**config.mk**
```make
export PLATFORM = sky130hd
export DESIGN_NAME = fwd_unit
export DESIGN_NICKNAME = d
export VERILOG_FILES = /design/src/rtl/fwd_pkg.sv /design/src/rtl/fwd_match.sv /design/src/rtl/fwd_sel.sv /design/src/rtl/fwd_mux.sv /design/src/rtl/fwd_unit.sv
export SDC_FILE = /design/constraint.sdc
export NUM_CORES = 1
export LEC_CHECK = 0
export ABC_AREA = 1
export ABC_CLOCK_PERIOD_IN_PS = 1300
export BUFFER_PORTS_ARGS = -buffer_cell sky130_fd_sc_hd__buf_2
export CORE_AREA = 2 2 141 143
export DETAILED_ROUTE_END_ITERATION = 7
export DIE_AREA = 0 0 143 145
export GPL_ROUTABILITY_DRIVEN = 0
export PLACE_DENSITY = 0.5
export SYNTH_ARGS = -nofsm -noshare
export SYNTH_HDL_FRONTEND = slang
export SYNTH_SLANG_ARGS = --single-unit
```
**constraint.sdc**
```tcl
create_clock -name vclk -period 1.3
set_clock_uncertainty 0.2 [all_clocks]
set_input_delay 0.13 -clock vclk [all_inputs]
set_output_delay 0.13 -clock vclk [all_outputs]
set_load 0.01 [all_outputs]
```
**src/rtl/fwd_pkg.sv**
```systemverilog
package fwd_pkg;
   typedef enum logic [1:0] {
      SEL_RF  = 2'b00,
      SEL_WB  = 2'b01,
      SEL_MEM = 2'b10
   } fwd_sel_e;
endpackage

```
**src/rtl/fwd_match.sv**
```systemverilog
module fwd_match #(
   parameter int REG_AW     = 5,
   parameter bit ZERO_GUARD = 1'b1
) (
   input  logic              wen,
   input  logic [REG_AW-1:0] dst,
   input  logic [REG_AW-1:0] src,
   output logic              hit
);
   localparam logic [REG_AW-1:0] ZERO_REG = '0;

   generate
      if (REG_AW < 1) begin : g_bad_aw
         $error("fwd_match: REG_AW must be at least 1");
      end
      if (ZERO_GUARD) begin : g_guard
         assign hit = wen && (dst != ZERO_REG) && (dst == src);
      end else begin : g_plain
         assign hit = wen && (dst == src);
      end
   endgenerate
endmodule

```
**src/rtl/fwd_sel.sv**
```systemverilog
module fwd_sel
   import fwd_pkg::*;
#(
   parameter int REG_AW     = 5,
   parameter bit ZERO_GUARD = 1'b1
) (
   input  logic              src_zero_ok,
   input  logic [REG_AW-1:0] src,
   input  logic              mem_wen,
   input  logic [REG_AW-1:0] mem_dst,
   input  logic              wb_wen,
   input  logic [REG_AW-1:0] wb_dst,
   output fwd_sel_e          sel
);
   logic mem_hit;
   logic wb_hit;

   fwd_match #(.REG_AW(REG_AW), .ZERO_GUARD(ZERO_GUARD)) u_mem (
      .wen(mem_wen), .dst(mem_dst), .src(src), .hit(mem_hit)
   );

   fwd_match #(.REG_AW(REG_AW), .ZERO_GUARD(ZERO_GUARD)) u_wb (
      .wen(wb_wen), .dst(wb_dst), .src(src), .hit(wb_hit)
   );

   // younger producer takes precedence
   always_comb begin
      if (mem_hit)     sel = SEL_MEM;
      else if (wb_hit) sel = SEL_WB;
      else             sel = SEL_RF;
   end

   always_comb begin
      p_sel_onehot_r4: assert ($onehot0(sel))
         else $error("select has more than one bit set");
      p_mem_needs_wen_r6: assert (!(sel == SEL_MEM) || mem_wen)
         else $error("memory source chosen without write enable");
      p_wb_needs_wen_r6: assert (!(sel == SEL_WB) || wb_wen)
         else $error("writeback source chosen without write enable");
      p_zero_src_r5: assert (!(src_zero_ok && src == '0) || sel == SEL_RF)
         else $error("register zero forwarded");
      p_mem_priority_r4: assert (!(mem_wen && mem_dst == src && (!src_zero_ok || src != '0))
                                 || sel == SEL_MEM)
         else $error("memory stage lost priority");
   end
endmodule

```
**src/rtl/fwd_mux.sv**
```systemverilog
module fwd_mux
   import fwd_pkg::*;
#(
   parameter int DATA_W = 32
) (
   input  fwd_sel_e          sel,
   input  logic [DATA_W-1:0] rf_val,
   input  logic [DATA_W-1:0] mem_val,
   input  logic [DATA_W-1:0] wb_val,
   output logic [DATA_W-1:0] out
);
   generate
      if (DATA_W < 1) begin : g_bad_dw
         $error("fwd_mux: DATA_W must be at least 1");
      end
   endgenerate

   always_comb begin
      case (sel)
         SEL_MEM: out = mem_val;
         SEL_WB:  out = wb_val;
         default: out = rf_val;
      endcase
   end

   always_comb begin
      p_mux_mem_r9: assert (!(sel == SEL_MEM) || out == mem_val)
         else $error("mux output not memory value");
      p_mux_wb_r9: assert (!(sel == SEL_WB) || out == wb_val)
         else $error("mux output not writeback value");
      p_mux_rf_r7: assert (!(sel == SEL_RF) || out == rf_val)
         else $error("mux output not register-file value");
   end
endmodule

```
**src/rtl/fwd_unit.sv**
```systemverilog
module fwd_unit
   import fwd_pkg::*;
#(
   parameter int REG_AW     = 5,
   parameter int DATA_W     = 32,
   parameter bit ZERO_GUARD = 1'b1
) (
   input  logic [REG_AW-1:0] ex_src_a,
   input  logic [REG_AW-1:0] ex_src_b,
   input  logic [REG_AW-1:0] id_src_a,
   input  logic [REG_AW-1:0] id_src_b,
   input  logic              mem_wen,
   input  logic [REG_AW-1:0] mem_dst,
   input  logic              wb_wen,
   input  logic [REG_AW-1:0] wb_dst,
   input  logic [DATA_W-1:0] ex_rf_a,
   input  logic [DATA_W-1:0] ex_rf_b,
   input  logic [DATA_W-1:0] id_rf_a,
   input  logic [DATA_W-1:0] id_rf_b,
   input  logic [DATA_W-1:0] mem_res,
   input  logic [DATA_W-1:0] wb_res,
   output logic [1:0]        ex_sel_a,
   output logic [1:0]        ex_sel_b,
   output logic [1:0]        id_sel_a,
   output logic [1:0]        id_sel_b,
   output logic [DATA_W-1:0] ex_opnd_a,
   output logic [DATA_W-1:0] ex_opnd_b,
   output logic [DATA_W-1:0] id_cmp_a,
   output logic [DATA_W-1:0] id_cmp_b
);
   // consumer slots: 0,1 = execute operands, 2,3 = decode comparator
   localparam int NUM_EX   = 2;
   localparam int NUM_ID   = 2;
   localparam int NUM_PATH = NUM_EX + NUM_ID;

   logic [REG_AW-1:0] src_v  [NUM_PATH];
   logic [DATA_W-1:0] rf_v   [NUM_PATH];
   fwd_sel_e          sel_v  [NUM_PATH];
   logic [DATA_W-1:0] data_v [NUM_PATH];

   assign src_v[0] = ex_src_a;
   assign src_v[1] = ex_src_b;
   assign src_v[2] = id_src_a;
   assign src_v[3] = id_src_b;
   assign rf_v[0]  = ex_rf_a;
   assign rf_v[1]  = ex_rf_b;
   assign rf_v[2]  = id_rf_a;
   assign rf_v[3]  = id_rf_b;

   generate
      for (genvar i = 0; i < NUM_PATH; i++) begin : g_path
         fwd_sel #(.REG_AW(REG_AW), .ZERO_GUARD(ZERO_GUARD)) u_sel (
            .src_zero_ok(ZERO_GUARD),
            .src(src_v[i]),
            .mem_wen(mem_wen), .mem_dst(mem_dst),
            .wb_wen(wb_wen),   .wb_dst(wb_dst),
            .sel(sel_v[i])
         );
         fwd_mux #(.DATA_W(DATA_W)) u_mux (
            .sel(sel_v[i]), .rf_val(rf_v[i]),
            .mem_val(mem_res), .wb_val(wb_res),
            .out(data_v[i])
         );
      end
   endgenerate

   assign ex_sel_a  = sel_v[0];
   assign ex_sel_b  = sel_v[1];
   assign id_sel_a  = sel_v[2];
   assign id_sel_b  = sel_v[3];
   assign ex_opnd_a = data_v[0];
   assign ex_opnd_b = data_v[1];
   assign id_cmp_a  = data_v[2];
   assign id_cmp_b  = data_v[3];

   // slots resolve independently: a B-side match never disturbs A
   always_comb begin
      p_slot_indep_r10: assert (!(ex_src_a != ex_src_b && sel_v[0] == SEL_MEM)
                                || sel_v[1] != SEL_MEM)
         else $error("memory result forwarded to non-matching slot");
      p_id_same_rule_r8: assert (!(id_src_a == ex_src_a) || sel_v[2] == sel_v[0])
         else $error("decode and execute rules disagree");
   end
endmodule

```
[After elaboration in Yosys (flattened, before gate mapping)]
Cells that the tools add are included.
Storage, ports and cells
  output and inout port bits: 136
  register bits: 0
  memory bits (writable): 0
  latch bits: 0
  word-level logic and storage cells: 40
  input bits: 224
  memories kept: 0
  bits in read-only memories: 0
Operators by class
  shift operators: 0
  $lt $le $gt $ge: 0
  equality and inequality tests: 16
  multiply operators: 0
  bitwise operators: 0
  mux-type cells: 12
  add/sub/neg operators: 0
  reduce and logical (&&, ||, !) cells: 12
  div/mod/pow operators: 0
Operators with widths (number)
  $pmux W32 S2: 4
  $eq A5 B5 Y1: 8
  $logic_and A1 B1 Y1: 10
  $reduce_bool A5 Y1: 2
  $eq A2 B1 Y1 const B: 4
  $eq A2 B2 Y1 const B: 4
  $mux W2: 4
  $mux W1: 4

[Depth between registers and ports, before layout]
Gate-level depths: netlist of the first run.
  depth after elaboration: 7
  mapped depth: 10
  mapped depth without buffers: 9

[Modules after synthesis]
Synthesis of the first run repeated with hierarchy kept, for this count alone.
Unflattened totals
  cells, all modules: 1085
  area total of the unflattened synthesis: 4518.1 sq um
Modules (own cells, without submodules)
  fwd_mux: times used 4, sequential area each 0.0 sq um, cells each 210, area each 878.3 sq um
  fwd_match: times used 8, sequential area each 0.0 sq um, cells each 29, area each 116.4 sq um
  fwd_sel: times used 4, sequential area each 0.0 sq um, cells each 3, area each 17.5 sq um
  fwd_unit: times used 1, sequential area each 0.0 sq um, cells each 1, area each 3.8 sq um

[Worst setup path before layout of the first run]
Ideal clock, no wire load.
  kind: in2out
  start point: in wb_dst[4]
  end point: out id_cmp_b[10]
  buffers on the path: 2
  required time: 970 ps
  data arrival time: 1137 ps
  slack: -167 ps
  cell stages on the path: 9
  path through: buf_2 > nor2_2 > nand3_2 > nand2_4 > inv_4 > nand3_4 > buf_4 > nand3_1 > nand3_1
Between the ends
  word-level cells in the longest chain between the ends: 7
  elaborated cells on any way between the ends: 9
  classes of those cells: 3 x eq/ne; 3 x mux; 3 x reduce/logical
Ends and longest elaborated chain
  start, declared: line fwd_unit.sv:15  | input logic [REG_AW-1:0] wb_dst,
  $reduce_bool A5 Y1: line fwd_match.sv:17  | assign hit = wen && (dst != ZERO_REG) && (dst == src);
  $logic_and A1 B1 Y1: line fwd_match.sv:17
  $logic_and A1 B1 Y1 (*): line fwd_match.sv:17
  $mux W1 (*): line fwd_sel.sv:29  | else if (wb_hit) sel = SEL_WB;
  $mux W2 (*): line fwd_sel.sv:28  | if (mem_hit) sel = SEL_MEM;
  $eq A2 B1 Y1 / $eq A2 B2 Y1 (equally long branches): line fwd_mux.sv:19  | case (sel)
  $pmux W32 S2 (*): line fwd_mux.sv:19
  end, declared: line fwd_unit.sv:29  | output logic [DATA_W-1:0] id_cmp_b
Mark *: on every way between the ends. The rest lies on a longest branch, timed or not.

[Final worst setup path of the first run]
  start point: in mem_dst[3]
  end point: out ex_opnd_b[24]
Between the ends
  word-level cells in the longest chain between the ends: 6
  elaborated cells on any way between the ends: 8
  classes of those cells: 3 x eq/ne; 2 x mux; 3 x reduce/logical
Ends and longest elaborated chain
  start, declared: line fwd_unit.sv:13  | input logic [REG_AW-1:0] mem_dst,
  $reduce_bool A5 Y1: line fwd_match.sv:17
  $logic_and A1 B1 Y1: line fwd_match.sv:17
  $logic_and A1 B1 Y1 (*): line fwd_match.sv:17
  $mux W2 (*): line fwd_sel.sv:28
  $eq A2 B1 Y1 / $eq A2 B2 Y1 (equally long branches): line fwd_mux.sv:19
  $pmux W32 S2 (*): line fwd_mux.sv:19
  end, declared: line fwd_unit.sv:27  | output logic [DATA_W-1:0] ex_opnd_b,
Marked as above.

==> run_results.csv, run 1 <==
group,metric,value,unit
outcome,run_status,"complete, but fails checks",
outcome,violations,"negative setup slack",
cells_and_area,fin_area,0.01071,mm²
worst_setup_path,critPathLaunchType,"input port",
timing,finalHoldViolations,0,
placement,portBuffers,360,
pwr,power_density,279.5,mW/mm²
placement,placed_area,0.007502,mm²
run,maxCapViolations,0,
cells_and_area,seq_cell_count,0,
drt,vias_per_cell,5.253,
timing,rsz0062_at_grt,"yes",
worst_setup_path,cp_num_cells,13,
worst_setup_path,cpPeakStageDelay,0.15,ns
logic_synthesis,syn_area_per_cell,5.188,µm²
drt,routedWlPerCell,22.45,µm
drt,drc,0,
floorplan,fp.dieW,143,µm
global_route,antenna_found_initial,6,
cells_and_area,instances_no_fill,1440,
drt,dr.pass1.iters,5,
cells_and_area,drive_gt1_share,79.21,%
cells_and_area,syn2layout_area_growth,168.0,%
worst_setup_path,path_max_fanout,6,
global_route,grtUsageMet2,45.10,%
global_route,grt_pass1_vias,7020,
logic_synthesis,yosys_warnings,0,
logic_synthesis,synth_top_area_share,48.61,%
pwr,leakage,5.336,nW
floorplan,fp.dieArea,0.02074,mm²
logic_synthesis,synthCells,770,
global_route,track_usage,26.23,%
global_route,grt_pass1_wl,42460,µm
worst_setup_path,path_cells,"buf_8 > nor2_4 > nand3b_1 > nand2_2 > inv_4 > buf_6 > nand3_4 > buf_12 > clkinv_16 > buf_12 > nand2_2 > nand3_2 > buf_6",
placement,hpwl,20150,µm
logic_synthesis,synth_cell_types,18,
drt,drtIter0Drc,537,
global_route,met3_usage,3.927,%
timing,post-route-period-util,139.3,%
logic_synthesis,synth_area_leaders,"nand3_1 (49%), nand2_1 (20%), buf_6 (8.5%)",
global_route,met1_usage,33.39,%
placement,dp.cells,1377,
floorplan,fp.coreArea,0.01921,mm²
floorplan,initial_core_util,20.80,%
worst_setup_path,critical_path_required,0.97,ns
logic_synthesis,synth_area,0.003995,mm²
cells_and_area,finalNetCount,1395,
timing,period_minus_slack,1.811,ns
worst_hold_path,hp-class,"in -> out",
global_route,busiest_layer,"met2",
timing,slew_viol_final,0,
worst_setup_path,cp_top_family,"buffers and inverters",
pwr,vdd_drop_max,171.3,µV
drt,ant_nets,0,
worst_setup_path,path_class,"in -> out",
drt,wirelength,32330,µm
cells_and_area,final_util,55.74,%
timing,relSlewSlack,82.94,%
worst_setup_path,arrival,1.48,ns
floorplan,pin_count,360,
timing,finalSetupViolations,136,
worst_setup_path,crit_buf_inv,7,
worst_setup_path,setup.worst_path.end_class,"primary output",
logic_synthesis,ys_top_cells_by_count,"nand3_1 (388), nand2_1 (209), buf_6 (30)",
timing,layout_setup_ws,-0.5114,ns
floorplan,die_y,145,µm
placement,place_ws,-0.6674,ns
timing,worst-slew-pin-transition,0.2550,ns
global_route,gr-total-overflow,0,
cells_and_area,regArea,0,µm²
cells_and_area,clock_buffers,0,
logic_synthesis,ys_seq_area_share,0,%
drt,num_vias,7564,
worst_setup_path,slowest_stage,"buf_12",
logic_synthesis,syn_nets,994,
timing,tns,-61.98,ns
worst_hold_path,min_path_cells,4,
logic_synthesis,yosys.area.top_type,"nand3_1",
timing,fmax,552.1,MHz
floorplan,row_count,51,
logic_synthesis,synth.most_common_cell,"nand3_1",
global_route,grt_max_degree,37,
[metrics by stage]
| step | hold WS [ns] | power (mW) |
|---|---|---|
| after floorplan | 0.1859 | 1.060 |
| after global placement | 0.3768 | 2.084 |
| after detailed placement | 0.3818 | 2.087 |
| after CTS | 0.3705 | 2.552 |
| after global routing | 0.3784 | 3.170 |
| final | 0.3678 | 2.992 |
[tightest hold or removal path: stages]
cell	delay, ns
buf_2	0.09
nand3_2	0.07
nand3_2	0.06
buf_6	0.09
[report_power, final]
| part | total, mW | switching [mW] | internal (mW) |
|---|---|---|---|
| clock | 0.000000618 | 0 | 0.000000617 |
| sequential | 0 | 0 | 0 |
| combinational | 2.99 | 1.49 | 1.50 |
| total | 2.99 | 1.49 | 1.50 |
[logic make-up after synthesis]
family                    count (synthesis)  synth area share (%)
and+or+nand+nor                         644                 76.35
xor gates and xnor gates                 24                 5.261
buffers and inverters                   102                 18.38
[what timing repair did]
action / in CTS / in global routing
gates cloned: 15 / 22
pin swaps: 46 / 73
resized for setup: 242 / 247
setup buffers: 18 / 7
endpoints found under the setup margin: 136 / 136
hold buffers: 0 / 0
[final cells by class]
cell class                      count  area (µm²)
Timing Repair Buffer              474        4686
Antenna cell                        6       15.01
Tap cell                          265       331.6
Multi-Input combinational cell    668        5489
Fill cell                        1724        8501
Inverter                           27       185.2
[cells in the final DEF, fill, tap and decap left out, types with 2 or more instances in the layout]
cell type,instances
clkbuf_16,17
buf_12,39
inv_2,3
nand3_4,25
xnor2_2,11
nor2_4,18
inv_4,5
buf_2,223
nand2_1,138
inv_8,2
nand2_2,56
nand3_2,301
nor2_2,9
nor2_1,5
xor2_1,10
nand2_4,16
and2b_1,4
diode_2,6
inv_1,13
buf_16,14
buf_8,7
nand3_1,71
buf_6,151
buf_4,22
[metal layers]
metal | part of all wire [%] | up-vias | wire length (µm)
li1 | - | 3453 | -
met3 | 8.3 | 85 | 2698
met1 | 40 | 3599 | 12770
met4 | 3.7 | 0 | 1212
met2 | 48 | 427 | 15650
met5 | 0 | - | 0
[final timing paths]
kind	startpoint	to	slack (ns)
hold / removal	id_rf_a[16]	id_cmp_a[16]	0.37
setup / recovery	mem_dst[3]	ex_opnd_b[24]	-0.51
Power figures use the tool's default switching activity.
==> run 2: changes to the inputs <==
--- a/config.mk
+++ b/config.mk
@@ -8,11 +8,12 @@
 export ABC_AREA = 1
 export ABC_CLOCK_PERIOD_IN_PS = 1300
 export BUFFER_PORTS_ARGS = -buffer_cell sky130_fd_sc_hd__buf_2
-export CORE_AREA = 2 2 141 143
+export CORE_AREA = 2 2 142 144
 export DETAILED_ROUTE_END_ITERATION = 7
-export DIE_AREA = 0 0 143 145
+export DIE_AREA = 0 0 144 146
 export GPL_ROUTABILITY_DRIVEN = 0
-export PLACE_DENSITY = 0.5
+export PLACE_DENSITY = 0.52
 export SYNTH_ARGS = -nofsm -noshare
 export SYNTH_HDL_FRONTEND = slang
+export SYNTH_HIERARCHICAL = 1
 export SYNTH_SLANG_ARGS = --single-unit
==> run_results.csv, run 2 <==
group,metric,value,unit
outcome,run_status,"complete, but fails checks",
outcome,violations,"negative setup slack",
logic_synthesis,synth_area,0.004514,mm²
timing,finalHoldViolations,0,
floorplan,fp.dieW,144,µm
timing,worst-slew-pin-transition,0.2489,ns
drt,num_vias,8219,
cells_and_area,final_util,58.14,%
global_route,grtUsageMet2,49.21,%
worst_setup_path,critPathLaunchType,"input port",
drt,drc,0,
timing,period_minus_slack,2.272,ns
floorplan,fp.coreArea,0.01933,mm²
drt,vias_per_cell,4.586,
run,maxCapViolations,0,
placement,portBuffers,360,
pwr,power_density,292.4,mW/mm²
pwr,leakage,6.618,nW
timing,post-route-period-util,174.8,%
global_route,grt_max_degree,22,
pwr,vdd_drop_max,173.4,µV
timing,slew_viol_final,0,
logic_synthesis,syn_nets,1316,
floorplan,pin_count,360,
floorplan,die_y,146,µm
worst_hold_path,min_path_cells,4,
drt,wirelength,31170,µm
worst_setup_path,setup.worst_path.end_class,"primary output",
logic_synthesis,syn_area_per_cell,4.165,µm²
timing,layout_setup_ws,-0.9722,ns
worst_setup_path,cp-startpoint,"wb_dst[0]",
clock_tree,holdBufCountCts,0,
worst_setup_path,critical_path_required,0.97,ns
timing,fmax,440.1,MHz
global_route,grt_pass1_wl,43300,µm
worst_hold_path,hp-class,"in -> out",
cells_and_area,drive_gt1_share,64.35,%
global_route,grt_pass1_vias,7622,
global_route,met3_usage,2.665,%
worst_hold_path,hp-start,"id_rf_a[6]",
global_route,gr-total-overflow,0,
cells_and_area,syn2layout_area_growth,149.0,%
placement,dp.cells,1718,
floorplan,fp.dieArea,0.02102,mm²
cells_and_area,final_cell_mix,"nand2_1 (458), nand2_2 (282), buf_2 (220)",
drt,ant_nets,0,
worst_setup_path,path_class,"in -> out",
global_route,track_usage,26.69,%
timing,rsz0062_at_grt,"yes",
cells_and_area,clock_buffers,0,
drt,routedWlPerCell,17.39,µm
cells_and_area,finalNetCount,1757,
timing,holdWs,0.3283,ns
cells_and_area,seq_cell_count,0,
drt,dr.pass1.iters,5,
placement,hpwl,20110,µm
worst_setup_path,path_max_fanout,5,
global_route,antenna_found_initial,4,
cells_and_area,instances_no_fill,1792,
cells_and_area,final_common_cell,"nand2_1",
timing,finalSetupViolations,135,
timing,relSlewSlack,83.41,%
cells_and_area,regArea,0,µm²
worst_setup_path,arrival,1.94,ns
logic_synthesis,synthCells,1084,
floorplan,row_count,51,
global_route,met1_usage,33.34,%
floorplan,initial_core_util,23.35,%
drt,drtIter0Drc,393,
global_route,busiest_layer,"met2",
logic_synthesis,yosys_warnings,6,
## run 2: per-layer routing
layer | wire length [µm] | up-vias
met5 | 0 | -
met4 | 930 | 0
met3 | 2058 | 56
met2 | 15950 | 363
met1 | 12230 | 3731
li1 | - | 4069
## run 2: what timing repair did
item,in CTS,in global routing
gates cloned,22,7
pin swaps,104,106
gates resized for setup,411,196
endpoints found under the setup margin,136,136
setup buffers,30,22
## run 2: through the flow
stage	total power [mW]	area [µm²]	setup WS, ns	TNS [ns]
6_report	3.288	11240	-0.9722	-118.02
5_1_grt	3.503	11240	-1.077	-133.12
4_1_cts	2.933	10250	-0.9320	-111.54
3_5_place_dp	2.104	7686	-1.197	-142.80
3_3_place_gp	2.084	7686	-1.214	-144.25
2_1_floorplan	1.059	5350	-0.4908	-59.54
## run 2: area by class of cell
type	count	area, µm²
Timing Repair inverter	6	95.09
Inverter	88	470.5
Antenna cell	4	10.01
Fill cell	1857	8093
Multi-Input combinational cell	940	5559
Timing Repair Buffer	489	4776
Tap cell	265	331.6
## run 2: path summary, 6_finish.rpt
path                            to  slack (ns)
worst max-delay path  id_cmp_a[24]       -0.97
worst min-delay path   id_cmp_a[6]        0.33
## run 2: power by group
group	leakage (nW)	internal (mW)	switching, mW
Combinational	6.62	1.64	1.65
Clock	0.0000254	0.000000412	0
Sequential	0	0	0
Total	6.62	1.64	1.65
## run 2: worst max-delay path, cell delays in order
cell and delay [ns]:
buf_12 0.11, buf_12 0.13, inv_8 0.04, buf_4 0.09, o21ai_2 0.04, inv_1 0.05
nand3_1 0.08, nor2_1 0.09, inv_1 0.07, nor2_4 0.10, inv_2 0.05, ha_4 0.27
buf_8 0.13, inv_12 0.05, buf_12 0.12, buf_12 0.13, nand2_4 0.07, nand2_4 0.05
buf_6 0.11
